File: config.mk
export PLATFORM = sky130hd
export DESIGN_NAME = vborder_gen
export DESIGN_NICKNAME = d
export VERILOG_FILES = /design/src/rtl/vb_pkg.sv /design/src/rtl/vb_rowcount_reg.sv /design/src/rtl/vb_border_fsm.sv /design/src/rtl/vb_text_window.sv /design/src/rtl/vborder_gen.sv
export SDC_FILE = /design/constraint.sdc
export NUM_CORES = 1
export LEC_CHECK = 0
export ABC_CLOCK_PERIOD_IN_PS = 3600
export BUFFER_PORTS_ARGS = -buffer_cell sky130_fd_sc_hd__clkbuf_2
export CAP_MARGIN = 40
export CORE_MARGIN = 2
export CORE_UTILIZATION = 41
export DETAILED_ROUTE_END_ITERATION = 12
export GPL_ROUTABILITY_DRIVEN = 0
export PLACE_DENSITY = 0.71
export SLEW_MARGIN = 10
export SYNTH_ARGS = -nofsm -noshare
export SYNTH_HDL_FRONTEND = slang
export SYNTH_HIERARCHICAL = 1
export SYNTH_SLANG_ARGS = --single-unit
File: constraint.sdc
create_clock -name clk -period 3.6 [get_ports clk]
set_input_delay 0.54 -clock clk [delete_from_list [all_inputs] [get_ports clk]]
set_output_delay 0.54 -clock clk [all_outputs]
set_load 0.1 [all_outputs]
File: src/rtl/vb_pkg.sv
package vb_pkg;
    typedef enum logic {
        BORDER_HIDDEN = 1'b0,
        BORDER_SHOWN  = 1'b1
    } vb_state_e;
endpackage

File: src/rtl/vb_rowcount_reg.sv
module vb_rowcount_reg #(
    parameter int ROW_CNT_W  = 8,
    parameter int RESET_ROWS = 25
) (
    input  logic                 clk,
    input  logic                 rst_n,
    input  logic                 we,
    input  logic [ROW_CNT_W-1:0] wdata,
    output logic [ROW_CNT_W-1:0] rows
);
    localparam logic [ROW_CNT_W-1:0] RESET_VAL = ROW_CNT_W'(RESET_ROWS);

    always_ff @(posedge clk) begin
        if (!rst_n)
            rows <= RESET_VAL;
        else if (we)
            rows <= wdata;
    end

    // a write is visible in the register on the following cycle
    p_write_load_r9: assert property (@(posedge clk) disable iff (!rst_n)
        we |=> rows == $past(wdata));
endmodule

File: src/rtl/vb_border_fsm.sv
module vb_border_fsm
    import vb_pkg::*;
#(
    parameter int LINE_W = 10
) (
    input  logic              clk,
    input  logic              rst_n,
    input  logic              line_strobe,
    input  logic [LINE_W-1:0] raster_line,
    input  logic [LINE_W-1:0] on_line,
    input  logic [LINE_W-1:0] off_line,
    output vb_state_e         state_next,
    output logic              border_active
);
    vb_state_e state_q;

    // state register
    always_ff @(posedge clk) begin
        if (!rst_n)
            state_q <= BORDER_SHOWN;
        else
            state_q <= state_next;
    end

    // transitions: SET_ON_START, CLEAR_ON_END, HOLD
    always_comb begin
        state_next = state_q;
        if (line_strobe) begin
            unique case (state_q)
                BORDER_SHOWN:  if (raster_line == off_line) state_next = BORDER_HIDDEN;
                BORDER_HIDDEN: if (raster_line == on_line)  state_next = BORDER_SHOWN;
                default:       state_next = BORDER_SHOWN;
            endcase
        end
    end

    // outputs
    always_comb begin
        unique case (state_q)
            BORDER_SHOWN:  border_active = 1'b1;
            BORDER_HIDDEN: border_active = 1'b0;
            default:       border_active = 1'b1;
        endcase
    end

    // exact match turns the border on
    p_set_on_match_r1: assert property (@(posedge clk) disable iff (!rst_n)
        (line_strobe && !border_active && raster_line == on_line) |=> border_active);
    // without an exact match the border stays off
    p_stay_off_r2: assert property (@(posedge clk) disable iff (!rst_n)
        (!border_active && !(line_strobe && raster_line == on_line)) |=> !border_active);
    // exact match turns the border off, nothing else does
    p_clear_on_match_r3: assert property (@(posedge clk) disable iff (!rst_n)
        (line_strobe && border_active && raster_line == off_line) |=> !border_active);
    p_stay_on_r3: assert property (@(posedge clk) disable iff (!rst_n)
        (border_active && !(line_strobe && raster_line == off_line)) |=> border_active);
endmodule

File: src/rtl/vb_text_window.sv
module vb_text_window
    import vb_pkg::*;
#(
    parameter int LINE_W    = 10,
    parameter int ROW_CNT_W = 8,
    parameter int ROW_H_W   = 4
) (
    input  logic                 clk,
    input  logic                 rst_n,
    input  logic                 line_strobe,
    input  logic [LINE_W-1:0]    raster_line,
    input  logic [LINE_W-1:0]    first_line,
    input  logic [ROW_H_W-1:0]   row_height,
    input  logic [ROW_CNT_W-1:0] rows,
    input  vb_state_e            border_next,
    output logic                 text_en
);
    localparam int PROD_W = ROW_CNT_W + ROW_H_W;
    localparam int CMP_W  = ((LINE_W > PROD_W) ? LINE_W : PROD_W) + 1;

    logic [CMP_W-1:0] offset;
    logic [CMP_W-1:0] span;
    logic             after_start;
    logic             in_window;

    // row index < rows  <=>  offset < rows * height (no divider needed)
    always_comb begin
        after_start = raster_line >= first_line;
        offset      = CMP_W'(raster_line) - CMP_W'(first_line);
        span        = CMP_W'(rows) * CMP_W'(row_height);
        in_window   = after_start && (offset < span) && (border_next == BORDER_HIDDEN);
    end

    always_ff @(posedge clk) begin
        if (!rst_n)
            text_en <= 1'b0;
        else if (line_strobe)
            text_en <= in_window;
    end

    // zero rows or zero height never yields text
    p_zero_rows_r7: assert property (@(posedge clk) disable iff (!rst_n)
        (line_strobe && (rows == '0 || row_height == '0)) |=> !text_en);
endmodule

File: src/rtl/vborder_gen.sv
module vborder_gen
    import vb_pkg::*;
#(
    parameter int LINE_W     = 10,
    parameter int ROW_CNT_W  = 8,
    parameter int ROW_H_W    = 4,
    parameter int RESET_ROWS = 25
) (
    input  logic                 clk,
    input  logic                 rst_n,
    input  logic                 line_strobe,
    input  logic [LINE_W-1:0]    raster_line,
    input  logic [LINE_W-1:0]    border_on_line,
    input  logic [LINE_W-1:0]    border_off_line,
    input  logic [LINE_W-1:0]    text_first_line,
    input  logic [ROW_H_W-1:0]   row_height,
    input  logic                 rows_we,
    input  logic [ROW_CNT_W-1:0] rows_wdata,
    output logic                 border_active,
    output logic                 text_row_enable
);
    logic [ROW_CNT_W-1:0] rows;
    vb_state_e            border_next;

    vb_rowcount_reg #(
        .ROW_CNT_W  (ROW_CNT_W),
        .RESET_ROWS (RESET_ROWS)
    ) u_rows (
        .clk   (clk),
        .rst_n (rst_n),
        .we    (rows_we),
        .wdata (rows_wdata),
        .rows  (rows)
    );

    vb_border_fsm #(
        .LINE_W (LINE_W)
    ) u_fsm (
        .clk           (clk),
        .rst_n         (rst_n),
        .line_strobe   (line_strobe),
        .raster_line   (raster_line),
        .on_line       (border_on_line),
        .off_line      (border_off_line),
        .state_next    (border_next),
        .border_active (border_active)
    );

    vb_text_window #(
        .LINE_W    (LINE_W),
        .ROW_CNT_W (ROW_CNT_W),
        .ROW_H_W   (ROW_H_W)
    ) u_text (
        .clk         (clk),
        .rst_n       (rst_n),
        .line_strobe (line_strobe),
        .raster_line (raster_line),
        .first_line  (text_first_line),
        .row_height  (row_height),
        .rows        (rows),
        .border_next (border_next),
        .text_en     (text_row_enable)
    );

    // border masks text
    p_text_masked_r6: assert property (@(posedge clk) disable iff (!rst_n)
        border_active |-> !text_row_enable);
    // outputs hold between strobes
    p_hold_mid_line_r8: assert property (@(posedge clk) disable iff (!rst_n)
        !line_strobe |=> ($stable(border_active) && $stable(text_row_enable)));
endmodule

==> results by group <==
Outcome
  • Status: complete, but fails checks
  • Failing checks: negative setup slack

Layout
  • Fin nets: 460
  • Multi-input gate area: 0.002003 mm²
  • Layout area overhead: 26.77%
  • Register Area: 200.2 µm²
  • Layout cells sized above 1: 25.99%
  • Fillers: 513
  • ANT cells: 0

Timing
  • Final hold violation count: 0
  • Crit share post-route: 103.7%
  • Hold_ws: 510.1 ps
  • Max Transition Viols Final: 0
  • RSZ-0062 raised after global routing: yes
  • Peak Freq: 267.8 MHz
  • Final Skew: 2.587 ps
  • Final Setup Violations: 1
  • Worst Tran Pin Value: 547.2 ps
  • Worst Slack Setup Final: -133.7 ps
  • Setup TNS: -133.7 ps
  • Fin crit period: 3734 ps
  • Rel. slew slack: 63.67%

Place
  • HPWL Detailed: 4275 µm
  • Port bufs: 57

Logic synthesis
  • Ys async rst share: 0%
  • Post-synthesis mux area share: 3.503%
  • Netlist cell types: 41
  • Cells after Synth: 279
  • Compound-Gate Fraction of Synth Area: 15.44%
  • Synthesis Warnings: 6
  • Yosys reg bits: 10
  • Avg Cell Area, Syn: 8.193 µm²
  • Post-synthesis cell area: 0.002286 mm²
  • Number of synthesized flops with an enable pin: 0
  • Main combinational cell family by area after synthesis: adder cells
  • Area share of fa/ha/maj cells after synthesis: 31.09%
  • Post-synthesis simple-gate area fraction: 22.71%
  • Mapped Nets: 384
  • Seq/Total Area, Yosys: 8.758%
  • Ys flop type: dfxtp_1
  • XOR/XNOR Fraction of Synth Area: 12.26%

Run
  • Max cap viols: 0

Critical path
  • Setup crit end kind: flop
  • Critical path's slowest cell: fa_1
  • Crit Path Max Fanout: 7
  • Critical Path Stages: 18
  • Crit path from: row_height[1]
  • RR Startpoint: u_rows/rows[3]
  • CP most frequent cell: o211ai_1
  • Critical setup path kind: in2reg
  • Setup crit end: u_text/text_en
  • Worst path bufs/invs: 3
  • Worst setup SP type: input port
  • Reg2Reg Setup Slack: -90 ps
  • Crit Reg-Reg Endpoint: u_text/text_en
  • Crit path required time: 3720 ps
  • CP arrival: 3860 ps
  • Critical Path Max Stage Delay: 530 ps
  • R2R cell count: 17
  • Delay-heaviest family, CP: adder cells
  • CP Cell Sequence: clkbuf_16 -> and2_4 -> fa_1 -> inv_1 -> fa_1 -> inv_2 -> ha_4 -> nor2b_1 -> o21a_1 -> o211ai_1 -> nand3b_1 -> xnor2_1 -> ha_1 -> o21ai_0 -> o21ai_0 -> o211ai_1 -> o211ai_1 -> a32oi_2

Clock network
  • CTS Buf Count: 3
  • Latest clock arrival within the worst-skew pair: 250 ps
  • Clk buf depth: 2
  • H-tree Lvls: 1
  • Post-CTS Hold Buffers: 0
  • Clock transition at path regs: 60 ps
  • CTS root buf: clkbuf_8
  • Clock sinks: 10
  • CTS tree: done

Floorplanning
  • Die X: 78.67 µm
  • Rows: 27
  • IO Pins: 58
  • Initial core utilization: 42.03%
  • Die Area: 0.006189 mm²
  • Core ar.: 0.005439 mm²
  • Die Height: 78.67 µm

GRT
  • Initial antenna violation count: 0
  • Vias in the first global route: 2053
  • Remaining Overflow, GRT: 0
  • Largest net degree at the start of global routing: 13
  • First-pass GRT wire length: 8811 µm
  • Total global-route track usage: 17.39%

Power and ir drop
  • Pwr dens: 268.0 mW/mm²
  • Leak: 1.449 nW
  • Peak VDD IR: 153.3 µV

Detailed routing
  • Iteration count of the initial detailed-routing pass: 4
  • Remaining DRCs: 0
  • Avg WL per Cell: 12.08 µm
  • Total routed wirelength: 5145 µm
  • Drt first-iter violations: 109
  • Via-to-Cell Ratio: 4.981
  • Via count: 2122
  • Routed Antenna Nets: 0

Hold path
  • Min-Delay Path Class: in2reg
## report_power, final
| part | switching, mW | total (mW) | internal [mW] |
|---|---|---|---|
| clock | 0.0571 | 0.154 | 0.0969 |
| sequential | 0.00524 | 0.121 | 0.116 |
| combinational | 0.249 | 0.501 | 0.252 |
## repair_timing
action                     4_1_cts  5_1_grt
gates resized for setup          6        1
buffers inserted                 1        0
setup endpoints to repair        1        1
pin swaps                       12        0
## synth_stat cells (2+ instances only)
| cell type | number | area share, % |
|---|---|---|
| or3_1 | 2 | 0.55 |
| nor4_1 | 2 | 0.55 |
| nand2_1 | 19 | 3.1 |
| o21a_1 | 6 | 2.0 |
| nor3_1 | 4 | 0.88 |
| xnor2_1 | 15 | 5.7 |
| a21oi_1 | 12 | 2.6 |
| dfxtp_1 | 10 | 8.8 |
| a211oi_1 | 3 | 0.99 |
| nor2b_1 | 8 | 2.2 |
| o21ai_1 | 2 | 0.44 |
| inv_1 | 35 | 5.7 |
| nor2_1 | 10 | 1.6 |
| ha_1 | 36 | 20 |
| fa_1 | 13 | 11 |
| and2_1 | 24 | 6.6 |
| o211ai_1 | 5 | 1.6 |
| nand4_1 | 4 | 1.1 |
| xor2_1 | 17 | 6.5 |
| nand2b_1 | 6 | 1.6 |
| o21ai_0 | 11 | 2.4 |
| nand3_1 | 6 | 1.3 |
| a21o_1 | 3 | 0.99 |
| o211ai_2 | 2 | 1.1 |
| mux2i_1 | 8 | 3.5 |
## tightest hold or removal path, delay by kind of cell
family        cells  cell delay, ps
simple gates      1              60
mux               1              60
buf+inv           1              70
## metal layers
| layer | vias up | part of all wire (%) | global-route usage (%) |
|---|---|---|---|
| met2 | 27 | 48 | 29.40 |
| met4 | 0 | 1.3 | 3.509 |
| li1 | 1109 | - | - |
| met1 | 982 | 48 | 23.76 |
| met3 | 4 | 2.7 | 2.184 |
| met5 | - | 0 | 0 |
## metrics by stage
stage | util [%] | std cells | setup WS [ps] | power [mW] | instance area, µm²
global placement | 51.44 | 421 | -326.5 | 0.6013 | 2798
floorplan | - | 279 | -61.06 | 0.4651 | 2328
finish | 53.28 | 426 | -133.7 | 0.7767 | 2898
CTS | 53.28 | 426 | -100.5 | 0.7838 | 2898
detailed placement | 51.44 | 421 | -395.0 | 0.6094 | 2798
global route | 53.28 | 426 | -265.8 | 0.8595 | 2898
## cell usage in the layout (no fill, tap or decap), drive strengths merged, types with 3 or more instances in the layout
cell    count
nor3        4
fa         13
nand2      19
inv        35
nand3       7
nand2b      6
xor2       17
nand4       4
xnor2      15
nor2b       8
o211ai      7
and2       24
o21a        6
a21o        3
mux2i       8
ha         36
a211oi      3
buf        16
clkbuf     60
a21oi      12
nor2       10
o21ai      13
dfxtp      10
## kinds of logic (layout without fill, tap and decap cells)
logic type / Yosys count / after routing
fa+ha+maj: 49 / 49
flops: 10 / 10
buf+inv: 36 / 111
compound gates: 51 / 51
mux: 8 / 8
xor+xnor: 32 / 32
simple gates: 93 / 93
## state kept, by name, summed over array words and instances, names as in the netlist
register / count
u_text/text_en: 1
u_rows/rows: 8
u_fsm/state_q: 1
## worst min-delay path by stage
stage                   start  slack (ps)              to  cells after the start
2_1_floorplan  u_rows/rows[4]         480  u_rows/rows[4]                      2
3_3_place_gp    u_fsm/state_q         500   u_fsm/state_q                      2
3_5_place_dp    u_fsm/state_q         520   u_fsm/state_q                      2
4_1_cts         rows_wdata[4]         510  u_rows/rows[4]                      3
5_1_grt         rows_wdata[3]         520  u_rows/rows[3]                      3
6_report        rows_wdata[3]         510  u_rows/rows[3]                      3
## layout make-up
cell class                      count  share of cell area, %
Multi-Input combinational cell    233                  69.13
Tap cell                           72                  3.109
Timing Repair Buffer               72                  14.42
Sequential cell                    10                  6.908
Inverter                           35                  4.534
Clock buffer                        4                  1.900
Power figures use the tool's default switching activity.
